### src/rtl/edge_flag_demod.sv
module edge_flag_demod #(
  parameter int LEN1 = 4,
  parameter int LEN2 = 8,
  parameter int LEN3 = 16
) (
  input  logic       clk,
  input  logic       rst_n,
  input  logic       sig_in,
  input  logic [1:0] glitch_sel,
  input  logic       wr_en,
  input  logic [1:0] wr_data,
  output logic [1:0] flags_o,
  output logic       edge_strobe,
  output logic       filt_o
);
  localparam int CW = $clog2(LEN3 + 1);

  logic          s1, s2;
  logic [CW-1:0] cnt, lim;
  logic          differ, fire;
  logic [1:0]    set_v, clr_v;

  always_comb begin
    case (glitch_sel)
      2'b00:   lim = '0;
      2'b01:   lim = CW'(LEN1);
      2'b10:   lim = CW'(LEN2);
      default: lim = CW'(LEN3);
    endcase
  end

  assign differ = s2 != filt_o;
  assign fire   = differ && (cnt >= lim);
  assign set_v  = {fire & ~s2, fire & s2};
  assign clr_v  = wr_en ? wr_data : 2'b00;

  always_ff @(posedge clk) begin
    if (!rst_n) begin
      s1          <= sig_in;
      s2          <= sig_in;
      filt_o      <= sig_in;
      cnt         <= '0;
      flags_o     <= 2'b00;
      edge_strobe <= 1'b0;
    end else begin
      s1          <= sig_in;
      s2          <= s1;
      edge_strobe <= fire;
      flags_o     <= set_v | (flags_o & ~clr_v);
      if (fire) begin
        filt_o <= s2;
        cnt    <= '0;
      end else if (differ) begin
        cnt    <= cnt + 1'b1;
      end else begin
        cnt    <= '0;
      end
    end
  end

  a_r1_clean_release: assert property (@(posedge clk) disable iff (!rst_n)
    $rose(rst_n) |-> (flags_o == 2'b00 && !edge_strobe));

  a_r9_strobe_marks_change: assert property (@(posedge clk) disable iff (!rst_n)
    ($past(rst_n) && filt_o != $past(filt_o)) |-> edge_strobe);

  a_r9_strobe_implies_change: assert property (@(posedge clk) disable iff (!rst_n)
    ($past(rst_n) && edge_strobe) |-> filt_o != $past(filt_o));

  a_r5_rise_sets_flag: assert property (@(posedge clk) disable iff (!rst_n)
    (edge_strobe && filt_o) |-> flags_o[0]);

  a_r6_fall_sets_flag: assert property (@(posedge clk) disable iff (!rst_n)
    (edge_strobe && !filt_o) |-> flags_o[1]);

  a_r7_rise_sticky: assert property (@(posedge clk) disable iff (!rst_n)
    (flags_o[0] && !(wr_en && wr_data[0])) |=> flags_o[0]);

  a_r7_fall_sticky: assert property (@(posedge clk) disable iff (!rst_n)
    (flags_o[1] && !(wr_en && wr_data[1])) |=> flags_o[1]);

  a_r7_rise_clear: assert property (@(posedge clk) disable iff (!rst_n)
    (wr_en && wr_data[0]) |=> (!flags_o[0] || (edge_strobe && filt_o)));

  a_r3_count_bounded: assert property (@(posedge clk) disable iff (!rst_n)
    cnt <= CW'(LEN3));
endmodule

### config.mk
export PLATFORM = sky130hd
export DESIGN_NAME = edge_flag_demod
export DESIGN_NICKNAME = d
export VERILOG_FILES = /design/src/rtl/edge_flag_demod.sv
export SDC_FILE = /design/constraint.sdc
export NUM_CORES = 1
export LEC_CHECK = 0
export ABC_AREA = 1
export BUFFER_PORTS_ARGS = -buffer_cell sky130_fd_sc_hd__buf_2
export CAP_MARGIN = 25
export CORE_MARGIN = 2
export CORE_UTILIZATION = 25
export DETAILED_ROUTE_END_ITERATION = 16
export PLACE_DENSITY_LB_ADDON = 0.1
export SLEW_MARGIN = 20
export SYNTH_ARGS = -nofsm -noshare
export SYNTH_HDL_FRONTEND = slang
export SYNTH_SLANG_ARGS = --single-unit
export TNS_END_PERCENT = 5
### constraint.sdc
create_clock -name clk -period 1.55 [get_ports clk]
set_input_delay 0.2325 -clock clk [delete_from_list [all_inputs] [get_ports clk]]
set_output_delay 0.2325 -clock clk [all_outputs]
set_load 0.005 [all_outputs]
After elaboration in Yosys (flattened, before gate mapping)
Index checks and enable logic that the tools add are counted.
- register bits after elaboration: 11
- output and inout bits: 4
- logic and storage cells: 28
- $add $sub $neg: 1
- $lt $le $gt $ge: 1
- eq/ne operators: 4
- multiplexer cells: 5
- bitwise operators: 8
- reduce and logical (&&, ||, !) cells: 3
- operators with widths (operator ; number):
    $pmux 5 s3 ; 1
    $add 5x1->5 const B ; 1
    $ge 5x5->1 ; 1
    $mux 1 ; 3
    $not 1->1 ; 3
    $reduce_or 3->1 ; 1
    $and 1x1->1 ; 2
    $and 2x2->2 ; 1
    $eq 2x1->1 const B ; 1
    $eq 2x2->1 const B ; 1
    $logic_not 2->1 ; 1
    $mux 2 ; 1
    $ne 2x1->1 const B ; 1
    $not 2->2 ; 1
    $or 2x2->2 ; 1
    $logic_and 1x1->1 ; 1
    $ne 1x1->1 ; 1

Depth between registers and ports, before layout
Gate-level depths: netlist of the first run.
- depth in word-level cells: 6
- gate-level depth with buffers: 9

Worst setup path before layout of the first run
Ideal clock, no wire load.
- path type: reg-to-reg
- start point: register cnt[2]
- end point: register filt_o (enable)
- library setup time: 0.291 ns
- data arrival time: 1.017 ns
- required time: 1.259 ns
- path slack: 0.242 ns
- stages on the path, launching flop included: 9
- buffers on the path: 0
- clock period less this slack: 1.308 ns
- path through: dfxtp_1 > inv_1 > ha_1 > nand2_1 > nand2_1 > nand2_1 > nand2_1 > nand2_1 > nand2_1
- longest elaborated chain between the ends: 3
- RTL lines (element ; line ; text):
    start: declaration ; 19 ; logic [CW-1:0] cnt, lim;
    start signal: assignment ; 54 ; cnt <= cnt + 1'b1;
    $ge 5x5->1 ; 33 ; assign fire = differ && (cnt >= lim);
    $logic_and 1x1->1 ; 33 ;
    $ne 2x1->1 (no line) ; n/a ;
    end signal: assignment ; 41 ; filt_o <= sig_in;
    end: declaration ; 14 ; output logic filt_o
Every way passes these cells.
A chain may end at the register's enable or synchronous reset.

Worst setup path in the final report of the first run
Same ends and word-level chain as after synthesis.

==> out/summary.txt, run 1 <==
Seq/Total Area, Yosys -> 45.0%
Reg2Reg Setup Slack -> 0.21 ns
num ports -> 12
routability cong. -> 0.669
delay of the slowest cell on the worst path -> 0.33 ns
hpwl dp -> 661 um
sequential share of power -> 54.3%
CTS H-tree depth -> 1
Vias -> 398
Slew HR -> 86.5%
DR DRC count -> 0
maximum VDD drop -> 0.275 mV
initial drt markers -> 0
Final setup viols -> 0
root buffer cell -> clkbuf_4
Slew @ Worst Pin -> 0.203 ns
cell mode on critical path -> nand2_1
Leakage -> 0.297 nW
Post-Syn Area -> 512 um^2
final slew viol count -> 0
CP endpoint kind -> register
maximum buffer depth of the clock tree -> 2
antenna cells -> 0
CP required -> 1.54 ns
crit path DAT -> 1.33 ns
Reg2Reg Launch Point -> cnt[2]$_SDFF_PP0_
RSZ-0062 raised after global routing -> no
crit-path max FO -> 3
worst min path class -> in -> reg
hold bufs inserted after CTS -> 0
critical path type -> reg -> reg
core area -> 1940 um^2
period utilization -> 86.5%
met3 WL -> 29 um
switching pwr -> 0.145 mW
met2 wire length -> 337 um
share of cells above drive strength 1 -> 21.8%
Worst Setup EP -> filt_o$_DFFE_PP_
commonest non-fill, non-tap cell in the layout -> nand2_1
CTS tree -> yes
Die Wd -> 49.2 um
Num CTS Buffers -> 3
Overflow after GRT -> 0
critical path cell sequence -> inv_1 -> ha_1 -> nand2_1 -> nand2_1 -> nand2_1 -> nand2_1 -> nand2_1 -> nand2_1
Place WS -> 0.122 ns
Yosys cell types -> 15
routed vias/inst -> 3.79
Starting Density -> 26.4%
status -> completed
number of global-route vias before repair -> 344
Worst setup SP type -> register
CP max stage cell -> dfxtp_1
Peak Freq -> 746 MHz
drt total wl -> 807 um
routed length per instance -> 7.69 um
clk_lat worst skew -> 0.26 ns
Final ANT Viol Nets -> 0
antenna violations before repair -> 0
RR Endpoint -> filt_o$_DFFE_PP_
DR top layer -> met4
clock share of power -> 33.3%
Mapped Avg Cell Area -> 8.25 um^2
Final nets -> 92
Total Die Area -> 2430 um^2
clk sink count -> 11
switching share of power -> 24.9%
Comb pwr share -> 12.4%
Final Hold Vio Count -> 0
Int Pwr -> 0.435 mW
CTS clk-pin slew, worst paths -> 0.07 ns
post-CTS setup buffers -> 0
num rows -> 16
CP startpoint -> cnt[2]$_SDFF_PP0_
pwr/cell area -> 914 nW/um^2
PortBufs -> 11
Tmin final -> 1.34 ns
Worst Clk Skew -> 0.000807 ns
Area growth syn-to-layout -> 24.0%
routed length on met1 -> 428 um
first-pass GRT wire length -> 1390 um
largest net degree at the start of global routing -> 9
cells after synthesis -> 62
TNS Setup -> 0 ns
commonest cells after routing, fill and taps aside -> nand2_1 (15), buf_2 (11), dfxtp_1 (10)
total track usage -> 7.79%
Worst R2R Path Depth -> 8
First-pass DRT Iterations -> 1
Synth Register Bits -> 11
Die Y -> 49.2 um
syn_nets -> 75
Syn. warnings -> 0
Worst Slack Setup Final -> 0.209 ns
max-cap viol count -> 0
post-cts sizing count -> 0
cell families after synthesis:
logic type | count (synthesis) | synth area share, %
DFF | 11 | 45.0
AOI/OAI and AO/OA | 5 | 4.89
buffers and inverters | 10 | 7.33
and+or+nand+nor | 27 | 22.2
xor gates and xnor gates | 4 | 8.31
adders and majority gates | 5 | 12.2
cells in the mapped netlist:
master,number,area (um^2)
ha_1,5,62.6
nand2_1,15,56.3
nand4_2,1,12.5
inv_1,9,33.8
xor2_2,1,16.3
a21oi_1,2,10.0
xnor2_1,2,17.5
nand3_1,3,15.0
o21ai_1,1,5.00
o21ai_0,2,10.0
dfxtp_1,10,200
edfxtp_1,1,30.0
nor2_1,8,30.0
clkinv_1,1,3.75
xor2_1,1,8.76
cell type report:
cell class	count	area, um^2
Multi-Input combinational cell	41	244
Fill cell	221	1310
Tap cell	27	33.8
Clock buffer	4	26.3
Timing Repair Buffer	12	62.6
Inverter	10	37.5
Sequential cell	11	230
metrics by stage:
step	util (%)	instances	instance area [um^2]	total power, mW	hold slack, ns
final	32.7	105	634	0.580	0.0837
after global routing	32.7	105	634	0.622	0.0681
after CTS	32.7	105	634	0.595	0.0739
after detailed placement	31.3	101	608	0.395	0.357
after global placement	31.3	101	608	0.396	0.353
after floorplan	-	62	512	0.364	0.260
how the worst min path moves through the flow:
stage / end / startpoint / cells after the start / slack (ns)
after floorplan: s1$_DFF_P_ / sig_in / 0 / 0.26
after global placement: s1$_DFF_P_ / sig_in / 1 / 0.35
after detailed placement: s1$_DFF_P_ / sig_in / 1 / 0.36
after CTS: s1$_DFF_P_ / sig_in / 1 / 0.07
after global routing: s1$_DFF_P_ / sig_in / 1 / 0.07
final: s1$_DFF_P_ / sig_in / 1 / 0.08
power by group through the flow:
stage	Sequential, mW	Combinational [mW]	Clock [mW]
detailed placement	0.322	0.0734	0
global placement	0.322	0.0747	0
CTS	0.315	0.0740	0.206
global route	0.317	0.0852	0.219
finish	0.315	0.0721	0.193
floorplan	0.322	0.0424	0
metal layers:
| metal | global-route usage [%] | vias to the layer above |
|---|---|---|
| met5 | 0 | - |
| met4 | 7.14 | 0 |
| met3 | 1.84 | 2 |
| met2 | 10.6 | 5 |
| met1 | 9.98 | 168 |
| li1 | - | 223 |
worst max-delay path, delay by kind of cell (launching register included):
| kind | cells | cell delay (ns) |
|---|---|---|
| adders and majority gates | 1 | 0.27 |
| buffers and inverters | 1 | 0.05 |
| DFF | 1 | 0.33 |
| and+or+nand+nor | 6 | 0.43 |
registers in the layout, indices dropped and copies added (netlist names):
| register | cells |
|---|---|
| flags_o | 2 |
| filt_o | 1 |
| s2 | 1 |
| edge_strobe | 1 |
| s1 | 1 |
| cnt | 5 |
Power figures use the tool's default switching activity.
==> inputs of run 2 (changes only) <==
clock period = 1.68 ns   (was 1.55 ns; I/O delays follow)
==> run 2 against run 1 <==
  * Sequential power down 7.9%
  * Critical path depth did not move
  * Final cell count is 0.95% lower
  * Non-clock buffer count down 1
  * Sequential share of layout area up 0.43 points
  * Utilization fell by 0.39 points
  * Total power shrank 7.6%
  * Flip-flop and latch count unchanged
  * Clock-buffer cell count unchanged
  * Critical path type unchanged
  * Largest power group unchanged
==> out/summary.txt, run 2 (synthesis results as in run 1) <==
status -> completed
Die Y -> 49.2 um
drt total wl -> 828 um
Vias -> 407
TNS Setup -> 0 ns
Area growth syn-to-layout -> 22.5%
root buffer cell -> clkbuf_4
Slew HR -> 85.9%
final slew viol count -> 0
CP required -> 1.66 ns
crit-path max FO -> 4
share of cells above drive strength 1 -> 20.8%
max reg flops -> 5
DR DRC count -> 0
antenna violations before repair -> 0
core area -> 1940 um^2
CTS clk-pin slew, worst paths -> 0.07 ns
maximum VDD drop -> 0.366 mV
routed length per instance -> 7.96 um
total track usage -> 8.56%
Slew @ Worst Pin -> 0.211 ns
commonest cells after routing, fill and taps aside -> nand2_1 (15), buf_2 (11), dfxtp_1 (10)
largest net degree at the start of global routing -> 9
Final ANT Viol Nets -> 0
Leakage -> 0.291 nW
CP endpoint kind -> register
Top reg by flops -> cnt
placed insts -> 100
Die Wd -> 49.2 um
Worst Min Path Start -> sig_in
Worst Clk Skew -> 0.00328 ns
Final nets -> 91
clk sink count -> 11
routed vias/inst -> 3.91
post-CTS setup buffers -> 0
maximum buffer depth of the clock tree -> 2
first-pass GRT wire length -> 1550 um
number of global-route vias before repair -> 379
routability cong. -> 0.688
num rows -> 16
num ports -> 12
crit path DAT -> 1.38 ns
hold bufs inserted after CTS -> 0
Worst setup SP type -> register
RSZ-0062 raised after global routing -> no
Num CTS Buffers -> 3
Non-Filler Instances -> 104
Peak Freq -> 716 MHz
period utilization -> 83.1%
CTS H-tree depth -> 1
initial drt markers -> 1
Reg2Reg Launch Point -> cnt[2]$_SDFF_PP0_
Starting Density -> 26.4%
clk_lat worst skew -> 0.26 ns
post-cts sizing count -> 0
critical path type -> reg -> reg
CP startpoint -> cnt[2]$_SDFF_PP0_
Total Die Area -> 2430 um^2
Final Hold Vio Count -> 0
Overflow after GRT -> 0
top flop regs -> cnt x5, flags_o x2
CTS tree -> yes
antenna cells -> 0
pwr/cell area -> 855 nW/um^2
hpwl dp -> 664 um
worst min path class -> in -> reg
Final setup viols -> 0
commonest non-fill, non-tap cell in the layout -> nand2_1
PortBufs -> 11
Tmin final -> 1.40 ns
max-cap viol count -> 0
First-pass DRT Iterations -> 4
==> run 2: worst paths after layout <==
check	cells past startpoint	to	slack [ns]
worst min-delay path	1	s1$_DFF_P_	0.10
worst max-delay path	8	filt_o$_DFFE_PP_	0.28
worst max register to register	8	filt_o$_DFFE_PP_	0.28
worst min register to register	2	s2$_DFF_P_	0.43
==> run 2: report_power, final <==
group	total, mW	internal [mW]	switching, mW	leakage, nW
registers	0.290	0.280	0.0101	0.0921
logic	0.0662	0.0296	0.0366	0.184
clock network	0.180	0.0917	0.0879	0.0150
==> run 2: worst max-delay path: stages (launching register included) <==
cell and delay (ns):
dfxtp_1 0.38, inv_1 0.06, ha_1 0.27, nand2_1 0.05, nand2_1 0.05, nand2_1 0.07
nand2_1 0.08, nand2_1 0.09, nand2_1 0.08
==> run 2: layout make-up <==
cell class | count | area [um^2]
inverter | 10 | 37.5
clock buffer | 4 | 26.3
multi-input combinational | 41 | 244
sequential | 11 | 230
fill | 230 | 1320
tap | 27 | 33.8
timing repair buffer | 11 | 55.1
==> run 2: layer usage <==
metal / vias up / wire, um / track usage, %
met5: - / 0 / 0
met4: 0 / 14 / 7.14
met3: 2 / 37 / 3.07
met2: 9 / 385 / 12.4
met1: 176 / 391 / 9.98
li1: 220 / - / -
==> run 2: metrics by stage <==
stage / worst slack (ns) / total power, mW / cell area (um^2) / hold slack, ns / util (%)
2_1_floorplan: 0.372 / 0.336 / 512 / 0.280 / -
3_3_place_gp: 0.256 / 0.365 / 601 / 0.373 / 30.9
3_5_place_dp: 0.242 / 0.365 / 601 / 0.371 / 30.9
4_1_cts: 0.268 / 0.551 / 627 / 0.0896 / 32.3
5_1_grt: 0.161 / 0.580 / 627 / 0.0812 / 32.3
6_report: 0.284 / 0.536 / 627 / 0.101 / 32.3
==> inputs of run 3 (changes only) <==
clock period = 1.4 ns   (was 1.68 ns; I/O delays follow)
==> run 3 against run 2 <==
  * Worst hold slack got worse by 0.039 ns
  * Sequential share of layout area is 1.9 points lower
  * Non-clock buffer count grew 4
  * Die area unchanged
  * Via count is the same
  * Critical path depth stayed put
  * Wire length increased by 3.0%
  * Fmax increased by 6.1%
  * Critical path type unchanged
  * Critical endpoint unchanged
  * Highest routed layer unchanged
==> out/summary.txt, run 3 (synthesis results as in run 1) <==
CTS tree -> yes
Tmin final -> 1.32 ns
critical path cell sequence -> inv_1 -> ha_1 -> nand2_1 -> nand2_1 -> nand2_1 -> nand2_1 -> nand2_1 -> nand2_1
CP max stage cell -> dfxtp_1
Final setup viols -> 0
Worst setup SP type -> register
period utilization -> 94.0%
Worst Clk Skew -> 0.000965 ns
final core occ -> 34.0%
antenna cells -> 0
Area growth syn-to-layout -> 29.1%
Slew @ Worst Pin -> 0.173 ns
largest net degree at the start of global routing -> 9
Slew HR -> 88.5%
share of cells above drive strength 1 -> 25.9%
DR DRC count -> 0
Final Hold Vio Count -> 0
top flop regs -> cnt x5, flags_o x2
drt total wl -> 853 um
status -> completed
Final ANT Viol Nets -> 0
dpl cell area -> 631 um^2
clk sink count -> 11
Total Die Area -> 2430 um^2
First-pass DRT Iterations -> 1
CTS H-tree depth -> 1
critical path type -> reg -> reg
hold bufs inserted after CTS -> 0
CTS clk-pin slew, worst paths -> 0.07 ns
commonest cells after routing, fill and taps aside -> nand2_1 (15), buf_2 (11), dfxtp_1 (10)
first-pass GRT wire length -> 1500 um
routability cong. -> 0.637
routed vias/inst -> 3.77
max reg flops -> 5
Leakage -> 0.312 nW
Die Y -> 49.2 um
CP required -> 1.38 ns
post-route cell area -> 661 um^2
Worst R2R Path Depth -> 8
Final nets -> 95
Top reg by flops -> cnt
core area -> 1940 um^2
initial drt markers -> 0
Pwr Total -> 0.652 mW
hold slack -> 0.0615 ns
num ports -> 12
Hold Path Stages -> 1
maximum buffer depth of the clock tree -> 2
final slew viol count -> 0
number of global-route vias before repair -> 383
commonest non-fill, non-tap cell in the layout -> nand2_1
num rows -> 16
CP endpoint kind -> register
hpwl dp -> 687 um
Vias -> 407
max-cap viol count -> 0
TNS Setup -> 0 ns
total track usage -> 8.23%
crit-path max FO -> 2
RSZ-0062 raised after global routing -> no
pwr/cell area -> 987 nW/um^2
Peak Freq -> 760 MHz
worst min path class -> in -> reg
Overflow after GRT -> 0
routed length per instance -> 7.90 um
cell mode on critical path -> nand2_1
Starting Density -> 26.4%
PortBufs -> 11
clk_lat worst skew -> 0.26 ns
antenna violations before repair -> 0
delay of the slowest cell on the worst path -> 0.33 ns
Num CTS Buffers -> 3
maximum VDD drop -> 0.450 mV
root buffer cell -> clkbuf_4
post-CTS setup buffers -> 0
Die Wd -> 49.2 um
crit path DAT -> 1.30 ns
run 3: area by class of cell:
| cell class | count | area (um^2) |
|---|---|---|
| clock buffers | 4 | 26.3 |
| fillers | 227 | 1280 |
| inverters | 10 | 37.5 |
| multi-input cells | 41 | 248 |
| flip-flops and latches | 11 | 230 |
| well taps | 27 | 33.8 |
| repair buffers | 15 | 85.1 |
run 3: report_power, final:
group | switching [mW] | leakage, nW | internal, mW | total (mW)
sequential | 0.0109 | 0.0921 | 0.336 | 0.347
combinational | 0.0486 | 0.205 | 0.0440 | 0.0926
clock | 0.102 | 0.0150 | 0.110 | 0.212
total | 0.162 | 0.312 | 0.490 | 0.652
run 3: what timing repair did:
item	4_1_cts	5_1_grt
resized for setup	0	1
hold endpoints to repair	0	0
setup endpoints to repair	0	4
run 3: through the flow:
stage          setup slack, ns  instances
2_1_floorplan           0.0918         62
3_3_place_gp            0.0369        104
3_5_place_dp            0.0177        104
4_1_cts                 0.0399        108
5_1_grt                0.00284        108
6_report                0.0846        108
run 3: path summary, 6_finish.rpt:
check | from | endpoint | slack, ns
worst min-delay path | sig_in | s1$_DFF_P_ | 0.06
worst max-delay path | cnt[2]$_SDFF_PP0_ | filt_o$_DFFE_PP_ | 0.08
worst min register to register | s1$_DFF_P_ | s2$_DFF_P_ | 0.44
worst max register to register | cnt[2]$_SDFF_PP0_ | filt_o$_DFFE_PP_ | 0.08
run 3: layer usage:
metal	up-vias	track usage, %	wire length, um
li1	232	-	-
met3	2	2.76	29
met5	-	0	0
met1	168	9.74	440
met2	5	12.4	370
met4	0	5.71	12
run 3: critical path, delay by kind of cell, from the launching register on:
kind | cells | cell delay (ns)
adders and majority gates | 1 | 0.26
DFF | 1 | 0.33
and+or+nand+nor | 6 | 0.40
buffers and inverters | 1 | 0.04
